==> src/rtl/ws_pkg.sv <==
package ws_pkg;

    // Classification of the request seen in one cycle
    typedef enum logic [2:0] {
        OP_IDLE,
        OP_PUSH,
        OP_POP,
        OP_OVF,
        OP_UNF,
        OP_BOTH
    } op_e;

    // Fill state of the stack
    typedef enum logic [1:0] {
        ST_EMPTY,
        ST_PARTIAL,
        ST_FULL
    } fill_e;

endpackage

==> src/rtl/ws_decode.sv <==
module ws_decode
    import ws_pkg::*;
(
    input  logic push_req,
    input  logic pop_req,
    input  logic full,
    input  logic empty,
    output op_e  op
);

    always_comb begin
        op = OP_IDLE;
        if (push_req && pop_req) begin
            op = OP_BOTH;
        end else if (push_req) begin
            op = full ? OP_OVF : OP_PUSH;
        end else if (pop_req) begin
            op = empty ? OP_UNF : OP_POP;
        end
    end

endmodule

==> src/rtl/ws_ptr.sv <==
module ws_ptr
    import ws_pkg::*;
#(
    parameter int AW = 6
) (
    input  logic          clk,
    input  logic          rst_n,
    input  op_e           op,
    output logic [AW-1:0] ptr,
    output logic [AW-1:0] wr_idx,
    output logic          full,
    output logic          empty
);

    fill_e         state_q;
    fill_e         state_n;
    logic [AW-1:0] ptr_inc;
    logic [AW-1:0] ptr_dec;
    logic          inc_wraps;
    logic          dec_wraps;

    // Carry is dropped, so the last location steps to zero
    assign ptr_inc   = ptr + 1'b1;
    assign ptr_dec   = ptr - 1'b1;
    assign inc_wraps = (ptr_inc == '0);
    assign dec_wraps = (ptr_dec == '0);
    assign wr_idx    = ptr_inc;

    // State register
    always_ff @(posedge clk or negedge rst_n) begin
        if (!rst_n) begin
            state_q <= ST_EMPTY;
        end else begin
            state_q <= state_n;
        end
    end

    // Pointer register
    always_ff @(posedge clk or negedge rst_n) begin
        if (!rst_n) begin
            ptr <= '0;
        end else if (op == OP_PUSH) begin
            ptr <= ptr_inc;
        end else if (op == OP_POP) begin
            ptr <= ptr_dec;
        end
    end

    // Next-state logic
    always_comb begin
        state_n = state_q;
        unique case (state_q)
            ST_EMPTY: begin
                if (op == OP_PUSH) begin
                    state_n = inc_wraps ? ST_FULL : ST_PARTIAL;   // T_FIRST
                end
            end
            ST_PARTIAL: begin
                if (op == OP_PUSH && inc_wraps) begin
                    state_n = ST_FULL;                            // T_FILL
                end else if (op == OP_POP && dec_wraps) begin
                    state_n = ST_EMPTY;                           // T_DRAIN
                end
            end
            ST_FULL: begin
                if (op == OP_POP) begin
                    state_n = dec_wraps ? ST_EMPTY : ST_PARTIAL;  // T_UNFILL
                end
            end
            default: state_n = ST_EMPTY;
        endcase
    end

    // Flag outputs
    always_comb begin
        full  = 1'b0;
        empty = 1'b0;
        unique case (state_q)
            ST_EMPTY:   empty = 1'b1;
            ST_FULL:    full  = 1'b1;
            ST_PARTIAL: ;
            default:    empty = 1'b1;
        endcase
    end

endmodule

==> src/rtl/ws_store.sv <==
module ws_store #(
    parameter int AW = 6,
    parameter int DW = 16
) (
    input  logic          clk,
    input  logic          rst_n,
    input  logic          wr_en,
    input  logic [AW-1:0] wr_idx,
    input  logic [DW-1:0] wr_data,
    input  logic          rd_en,
    input  logic [AW-1:0] rd_idx,
    output logic [DW-1:0] rd_data
);

    localparam int DEPTH = 1 << AW;

    logic [DW-1:0] words [DEPTH];

    for (genvar i = 0; i < DEPTH; i++) begin : g_word
        logic [DW-1:0] q;
        always_ff @(posedge clk) begin
            if (wr_en && (wr_idx == AW'(i))) begin
                q <= wr_data;
            end
        end
        assign words[i] = q;
    end

    always_ff @(posedge clk or negedge rst_n) begin
        if (!rst_n) begin
            rd_data <= '0;
        end else if (rd_en) begin
            rd_data <= words[rd_idx];
        end
    end

endmodule

==> src/rtl/lifo_regstack.sv <==
module lifo_regstack
    import ws_pkg::*;
#(
    parameter int AW = 6,
    parameter int DW = 16
) (
    input  logic          clk,
    input  logic          rst_n,
    input  logic          push_req,
    input  logic          pop_req,
    input  logic [DW-1:0] push_data,
    output logic [DW-1:0] pop_data,
    output logic          pop_valid,
    output logic [AW-1:0] sp,
    output logic          full,
    output logic          empty,
    output logic          overflow_err,
    output logic          underflow_err,
    output logic          conflict_err
);

    op_e           op;
    logic [AW-1:0] wr_idx;

    ws_decode u_dec (
        .push_req (push_req),
        .pop_req  (pop_req),
        .full     (full),
        .empty    (empty),
        .op       (op)
    );

    ws_ptr #(.AW(AW)) u_ptr (
        .clk    (clk),
        .rst_n  (rst_n),
        .op     (op),
        .ptr    (sp),
        .wr_idx (wr_idx),
        .full   (full),
        .empty  (empty)
    );

    ws_store #(.AW(AW), .DW(DW)) u_store (
        .clk     (clk),
        .rst_n   (rst_n),
        .wr_en   (op == OP_PUSH),
        .wr_idx  (wr_idx),
        .wr_data (push_data),
        .rd_en   (op == OP_POP),
        .rd_idx  (sp),
        .rd_data (pop_data)
    );

    // Strobes and error pulses, one cycle after the request
    always_ff @(posedge clk or negedge rst_n) begin
        if (!rst_n) begin
            pop_valid     <= 1'b0;
            overflow_err  <= 1'b0;
            underflow_err <= 1'b0;
            conflict_err  <= 1'b0;
        end else begin
            pop_valid     <= (op == OP_POP);
            overflow_err  <= (op == OP_OVF);
            underflow_err <= (op == OP_UNF);
            conflict_err  <= (op == OP_BOTH);
        end
    end

endmodule

==> config.mk <==
export PLATFORM = sky130hd
export DESIGN_NAME = lifo_regstack
export DESIGN_NICKNAME = d
export VERILOG_FILES = /design/src/rtl/ws_pkg.sv /design/src/rtl/ws_decode.sv /design/src/rtl/ws_ptr.sv /design/src/rtl/ws_store.sv /design/src/rtl/lifo_regstack.sv
export SDC_FILE = /design/constraint.sdc
export NUM_CORES = 1
export LEC_CHECK = 0
export BUFFER_PORTS_ARGS = -buffer_cell sky130_fd_sc_hd__buf_2
export CAP_MARGIN = 20
export CORE_UTILIZATION = 26
export DETAILED_ROUTE_END_ITERATION = 7
export SLEW_MARGIN = 20
export SYNTH_ARGS = -nofsm -noshare
export SYNTH_HDL_FRONTEND = slang
export SYNTH_SLANG_ARGS = --single-unit
export TNS_END_PERCENT = 5
==> constraint.sdc <==
create_clock -name clk -period 5.7 [get_ports clk]
set_clock_uncertainty 0.1 [all_clocks]
set_input_delay 0.855 -clock clk [delete_from_list [all_inputs] [get_ports clk]]
set_output_delay 0.855 -clock clk [all_outputs]
set_load 0.005 [all_outputs]
=== Word-level counts from Yosys, hierarchy flattened ===
Cells that the tools add are included.

* Register bits: 1,052
* Input bits: 20
* Output and inout bits: 28
* Word-level logic and storage cells: 239

* Add/sub/neg operators: 2
* Order comparisons: 1
* Equality and inequality tests: 73
* Multiplexer cells: 19
* Bitwise logic cells: 1
* Reductions and logical operators: 72

{| class="wikitable"
|+ Operator list
! kind !! count
|-
| 6-bit == test, second input constant || 32
|-
| 16-bit binary-select mux with 6-bit select || 1
|-
| 6-bit by 5-bit == test with 1-bit output, second input constant || 16
|-
| 1-bit logical AND || 66
|-
| 6-bit by 4-bit == test with 1-bit output, second input constant || 8
|-
| 16-bit two-way mux || 2
|-
| 6-bit by 3-bit == test with 1-bit output, second input constant || 4
|-
| 6-bit by 2-bit == test with 1-bit output, second input constant || 2
|-
| 6-bit logical NOT || 2
|-
| 2-bit two-way mux || 6
|-
| 3-bit two-way mux || 4
|-
| 6-bit two-way mux || 2
|-
| 7-bit >= comparator, second input constant || 1
|-
| 6-bit inverter with 7-bit output || 1
|-
| 6-bit by 1-bit adder with 6-bit output, second input constant || 1
|-
| 3-bit by 2-bit == test with 1-bit output, second input constant || 2
|-
| 3-bit == test, second input constant || 2
|-
| 6-bit by 1-bit == test with 1-bit output, second input constant || 1
|-
| 2-bit case mux with 3 select lines || 1
|-
| 6-bit by 1-bit subtractor with 6-bit output, second input constant || 1
|-
| 2-bit by 1-bit != test with 1-bit output, second input constant || 2
|-
| 3-bit by 1-bit == test with 1-bit output, second input constant || 1
|-
| 1-bit two-way mux || 3
|-
| 3-bit by 1-bit != test with 1-bit output, second input constant || 1
|-
| other kinds (6) || 6
|}

=== Longest topological paths before layout ===
* Depth after elaboration: 11
* Mapped depth: 13
* Depth with buffers taken out: 9

=== By module ===
Synthesis repeated with hierarchy kept, for this count alone.

* Cell total of the unflattened synthesis: 2,071
* Area total of the unflattened synthesis: 41,090.7 µm²

{| class="wikitable"
|+ By module, submodules not included
! module !! instances !! cells each !! area an instance (µm²)
|-
| ws_store || 1 || 1,967 || 40,094.7
|-
| ws_ptr || 1 || 90 || 824.5
|-
| lifo_regstack || 1 || 9 || 142.6
|-
| ws_decode || 1 || 5 || 28.8
|}

=== Least setup slack after synthesis ===
Ideal clock, no wire load.

* Path kind: reg2reg
* Start: register u_ptr.ptr[0]
* End: register u_ptr.state_q[1]
* Library setup time: 0.125 ns
* Data arrival time: 2.988 ns
* Required time: 5.475 ns
* Path slack: 2.488 ns
* Cell stages (with the launch flop): 14
* Buffers on the path: 5
* Path through: dfrtp_1 buf_6 buf_6 buf_4 buf_4 clkinv_1 ha_1 clkbuf_1 or2_2 o21a_1 o22ai_1 a41oi_1 o21ai_1 mux2_2

* Cells in the longest elaborated chain, start to end: 5
* Elaborated cells on any way between the ends: 12

{| class="wikitable"
|+ RTL lines
! element !! line !! source
|-
| start: declaration || ws_ptr.sv:9 || <nowiki>output logic [AW-1:0] ptr,</nowiki>
|-
| start signal: assignment || ws_ptr.sv:43 || <nowiki>ptr <= ptr_inc;</nowiki>
|-
| start signal: assignment || ws_ptr.sv:45 || <nowiki>ptr <= ptr_dec;</nowiki>
|-
| 6-bit by 1-bit adder with 6-bit output / 6-bit by 1-bit subtractor with 6-bit output (equally long branches) || ws_ptr.sv:23, ws_ptr.sv:24 ||
|-
| 6-bit logical NOT (on tied branches) || ws_ptr.sv:25, ws_ptr.sv:26 ||
|-
| 2-bit two-way mux, or another cell as far along || ws_ptr.sv:55 || <nowiki>state_n = inc_wraps ? ST_FULL : ST_PARTIAL;</nowiki>
|-
| 2-bit two-way mux, or another cell as far along || ws_ptr.sv:54 || <nowiki>if (op == OP_PUSH) begin</nowiki>
|-
| 2-bit case mux with 3 select lines / 3-bit AND reduction (equally long branches) || -- ||
|-
| end signal: assignment || ws_ptr.sv:34 || <nowiki>state_q <= state_n;</nowiki>
|-
| end: declaration || ws_ptr.sv:15 || <nowiki>fill_e state_q;</nowiki>
|}

Several ways; a longest one is shown, not always the timed one. The select of a mux whose other input is x is not followed.
A chain may end at the register's enable or synchronous reset.

=== Worst setup path in the final report ===
* Start: register u_ptr.ptr[2]
* End: register u_store.g_word[57].q[4] (enable)

* Cells in the longest elaborated chain, start to end: 3

{| class="wikitable"
|+ RTL lines
! element !! line !! source
|-
| 6-bit by 1-bit adder with 6-bit output || ws_ptr.sv:23 || <nowiki>assign ptr_inc = ptr + 1'b1;</nowiki>
|-
| 6-bit == test || ws_store.sv:22 || <nowiki>if (wr_en && (wr_idx == AW'(i))) begin</nowiki>
|-
| 1-bit logical AND || ws_store.sv:22 ||
|-
| end signal: assignment || ws_store.sv:23 || <nowiki>q <= wr_data;</nowiki>
|-
| end: declaration || ws_store.sv:20 || <nowiki>logic [DW-1:0] q;</nowiki>
|}

No other way between the ends.

==> out/results.md <==
| Quantity | Value |
|---|---|
| Portion of total power attributed to sequential cells | 41.1% |
| Maximum level of the CTS H-tree | 3 |
| Type of the most critical hold path | primary input to async pin |
| Average wire per cell in the routed design | 25.4 µm |
| Actual slew at the worst max-slew pin | 1.05 ns |
| Pre-Repair DR Iteration Count | 8 |
| Area enclosed by the die boundary | 0.159 mm² |
| Post-route cell area | 0.0471 mm² |
| Gpl congestion | 0.923 |
| Via density per instance | 4.78 |
| Slew margin rel. | 29.8% |
| Initial core utilization | 26.2% |
| Sink Count | 1052 |
| Clock period minus worst slack | 4.41 ns |
| Setup Crit Path Kind | register to register |
| Clock-pin slew of the registers on the worst-case setup and hold paths | 0.06 ns |
| Sequential-to-total area share from yosys stat | 76.9% |
| HPWL reported at the end of detailed placement | 62200 µm |
| Site Rows | 145 |
| Gr busiest metal | met2 |
| Met3 routing resource usage after global routing | 3.88% |
| Number of buffers added by the clock tree synthesis step | 104 |
| CTS tree | built |
| Count of port buffers added during placement | 47 |
| Setup crit end kind | register |
| Post-CTS repair timing setup buffer count | 0 |
| Clock power frac | 30.5% |
| Final-layout setup total negative slack | 0 ns |
| Power density normalized to cell area | 470 mW/mm² |
| Top cells by area in the synthesized netlist | edfxtp_1 75%, mux4_2 14%, dfrtp_1 1.7% |
| Synth top area share | 75.2% |
| Final number of max-transition violations | 0 |
| Switching power | 7.07 mW |
| Height of the die | 398 µm |
| Overall overflow remaining after global route | 0 |
| Setup repair after global routing missed its margin | no |
| Most frequent cell after synthesis | edfxtp_1 |
| Register bit total from synthesis | 1052 |
| Count of mapped cells out of synthesis | 1899 |
| Cell taking the most area after synthesis | edfxtp_1 |
| Horiz. Die Dim | 398 µm |
| Async SR Flop Fraction | 2.66% |
| CTS root buffer | clkbuf_16 |
| Global-route wire length before repair | 150000 µm |
| Setup-violating endpoint count in the final report | 0 |
| I/O pin count | 48 |
| Final clock period utilization by the worst path | 77.3% |
| P&R area growth vs syn | 15.1% |
| Post-layout nets | 2043 |
| Internal power component | 15.1 mW |
| Cells resized by post-CTS repair | 0 |
| Vias | 19867 |
| Number of nets in the synthesized netlist | 1929 |
| Initial drt markers | 2363 |
| Maximum number of pins on one net before global-route repair | 116 |
| Number of distinct standard cells referenced by the synthesized netlist | 53 |
| Count of warnings emitted by yosys | 0 |
| Overall global routing resource usage | 13.1% |
| Fraction of final layout cells sized beyond drive strength 1 | 27.7% |
| Leak Pwr | 14.4 nW |
| Critical Path Fanout Max | 51 |
| Data required time at the worst endpoint | 5.90 ns |
| Result of the run | completed |
| Max-cap violations | 0 |
| Met2 track utilization from global routing | 20.2% |
| Number of enable-type register cells in the synthesized netlist | 1024 |
| Number of nets still failing antenna checks after routing | 0 |
| Startpoint kind of the worst setup timing path | register |
| Std-Cell Core Area | 0.156 mm² |
| Final routed DRC violation total | 0 |
| Number of buffers on the longest clock path | 3 |
| Number of antenna violations at the first check in global routing | 4 |
| Fillers | 14988 |
| Later-pin clock latency in the skew report | 0.70 ns |
| Average instance area after synthesis | 21.5 µm² |
| Data arrival time of the critical path | 4.60 ns |
| Total cell area at the placement stage | 0.0437 mm² |
| Count of hold-fix buffers inserted at cts | 0 |
| Sum of routed wire length over all layers | 106000 µm |
| Netlist area before placement | 0.0409 mm² |
| Ys flop type | edfxtp_1 |
| Via count of the first global-routing pass | 19825 |
| Number of hold-slack violations in the final timing report | 0 |
| Highest clock rate | 227 MHz |
| VDD IR max | 0.283 mV |
| Fraction of met1 tracks used by global routing | 18.3% |
| Leading cell types by count after synthesis | 1024 x edfxtp_1, 260 x mux4_2, 92 x nor2_1 |
| Combinational group share of total power | 28.4% |
| Fraction of power spent switching nets | 31.9% |
==> metrics by stage <==
stage	worst slack (ns)	instances	hold WS, ns	power (mW)	utilization [%]
floorplan	2.49	1899	0.381	13.2	-
global placement	1.51	3965	0.413	15.5	28.0
detailed placement	1.43	3965	0.401	15.5	28.0
CTS	1.36	4156	0.164	22.2	30.1
global route	1.14	4156	0.203	22.8	30.1
finish	1.29	4159	0.186	22.1	30.1
==> cell families after synthesis <==
logic type      after synthesis  synth area share [%]
flops                      1052                  76.9
mux                         323                  15.9
simple gates                229                  2.41
compound gates              165                  2.72
buf+inv                     114                  1.59
fa+ha+maj                    10                 0.306
xor+xnor                      6                 0.129
==> state kept, by name, indices dropped and copies added, names as in the netlist <==
signal,count
pop_valid,1
u_store.g_word.q,1024
u_ptr.ptr,6
conflict_err,1
underflow_err,1
u_ptr.state_q,2
u_store.rd_data,16
overflow_err,1
==> layer usage <==
layer  vias up  part of all wire, %
met1     10706                   43
met3       153                  8.8
met2       816                   46
met4         4                  2.0
met5         -                0.020
li1       8188                    -
==> power groups by stage <==
stage / clock [mW] / sequential, mW / combinational [mW]
after global routing: 7.13 / 9.11 / 6.59
after detailed placement: 0 / 9.25 / 6.28
after CTS: 6.85 / 9.09 / 6.31
after floorplan: 0 / 8.98 / 4.20
final: 6.74 / 9.09 / 6.29
after global placement: 0 / 9.24 / 6.29
==> path summary, 6_finish.rpt <==
path / slack [ns] / to / start / depth (start not counted)
worst max-delay path: 1.29 / u_store.g_word[57].q[4] / u_ptr.ptr[2] / 6
worst min-delay path: 0.19 / u_ptr.ptr[1] / rst_n / 1
worst max register to register: 1.29 / u_store.g_word[57].q[4] / u_ptr.ptr[2] / 6
worst min register to register: 0.42 / u_store.rd_data[9] / u_store.rd_data[9] / 1
max in group asynchronous: 4.67 / u_ptr.ptr[2] / rst_n / 1
min in group clk: 0.35 / conflict_err / pop_req / 2
==> cell usage in the layout, fill, tap and decap left out, types with 6 or more instances in the layout <==
| cell | instances |
|---|---|
| and3_1 | 7 |
| nand2_1 | 76 |
| ha_1 | 10 |
| nor2_1 | 54 |
| inv_1 | 11 |
| clkinv_1 | 26 |
| mux2i_1 | 48 |
| clkbuf_1 | 17 |
| nor2_2 | 38 |
| xnor2_1 | 6 |
| a21oi_1 | 31 |
| o21ai_0 | 24 |
| dfrtp_1 | 23 |
| nand3_1 | 11 |
| mux4_2 | 260 |
| mux2_2 | 15 |
| o22ai_1 | 23 |
| clkbuf_16 | 105 |
| a22oi_1 | 7 |
| bufinv_16 | 8 |
| buf_2 | 46 |
| edfxtp_1 | 1024 |
| a31oi_1 | 17 |
| a211oi_1 | 10 |
| nor3_1 | 18 |
| buf_4 | 59 |
| a221oi_1 | 6 |
| clkinv_2 | 23 |
| and2_1 | 7 |
==> critical path: stages (launching register included) <==
cell	delay (ns)
dfrtp_4	0.96
and2_1	0.69
nand3_1	0.22
o21a_1	0.21
o32ai_1	0.12
nand2_1	0.64
nor2_2	1.01
==> layout make-up <==
type,count,area [µm²],area share (%)
repair buffers,108,733,1.56
diodes,3,7.51,0.0160
flip-flops and latches,1052,31500,66.9
multi-input cells,733,8870,18.9
clock inverters,66,618,1.31
clock buffers,125,2730,5.81
inverters,14,52.6,0.112
well taps,2058,2570,5.47
No activity file was read; power rests on OpenSTA's default activity.
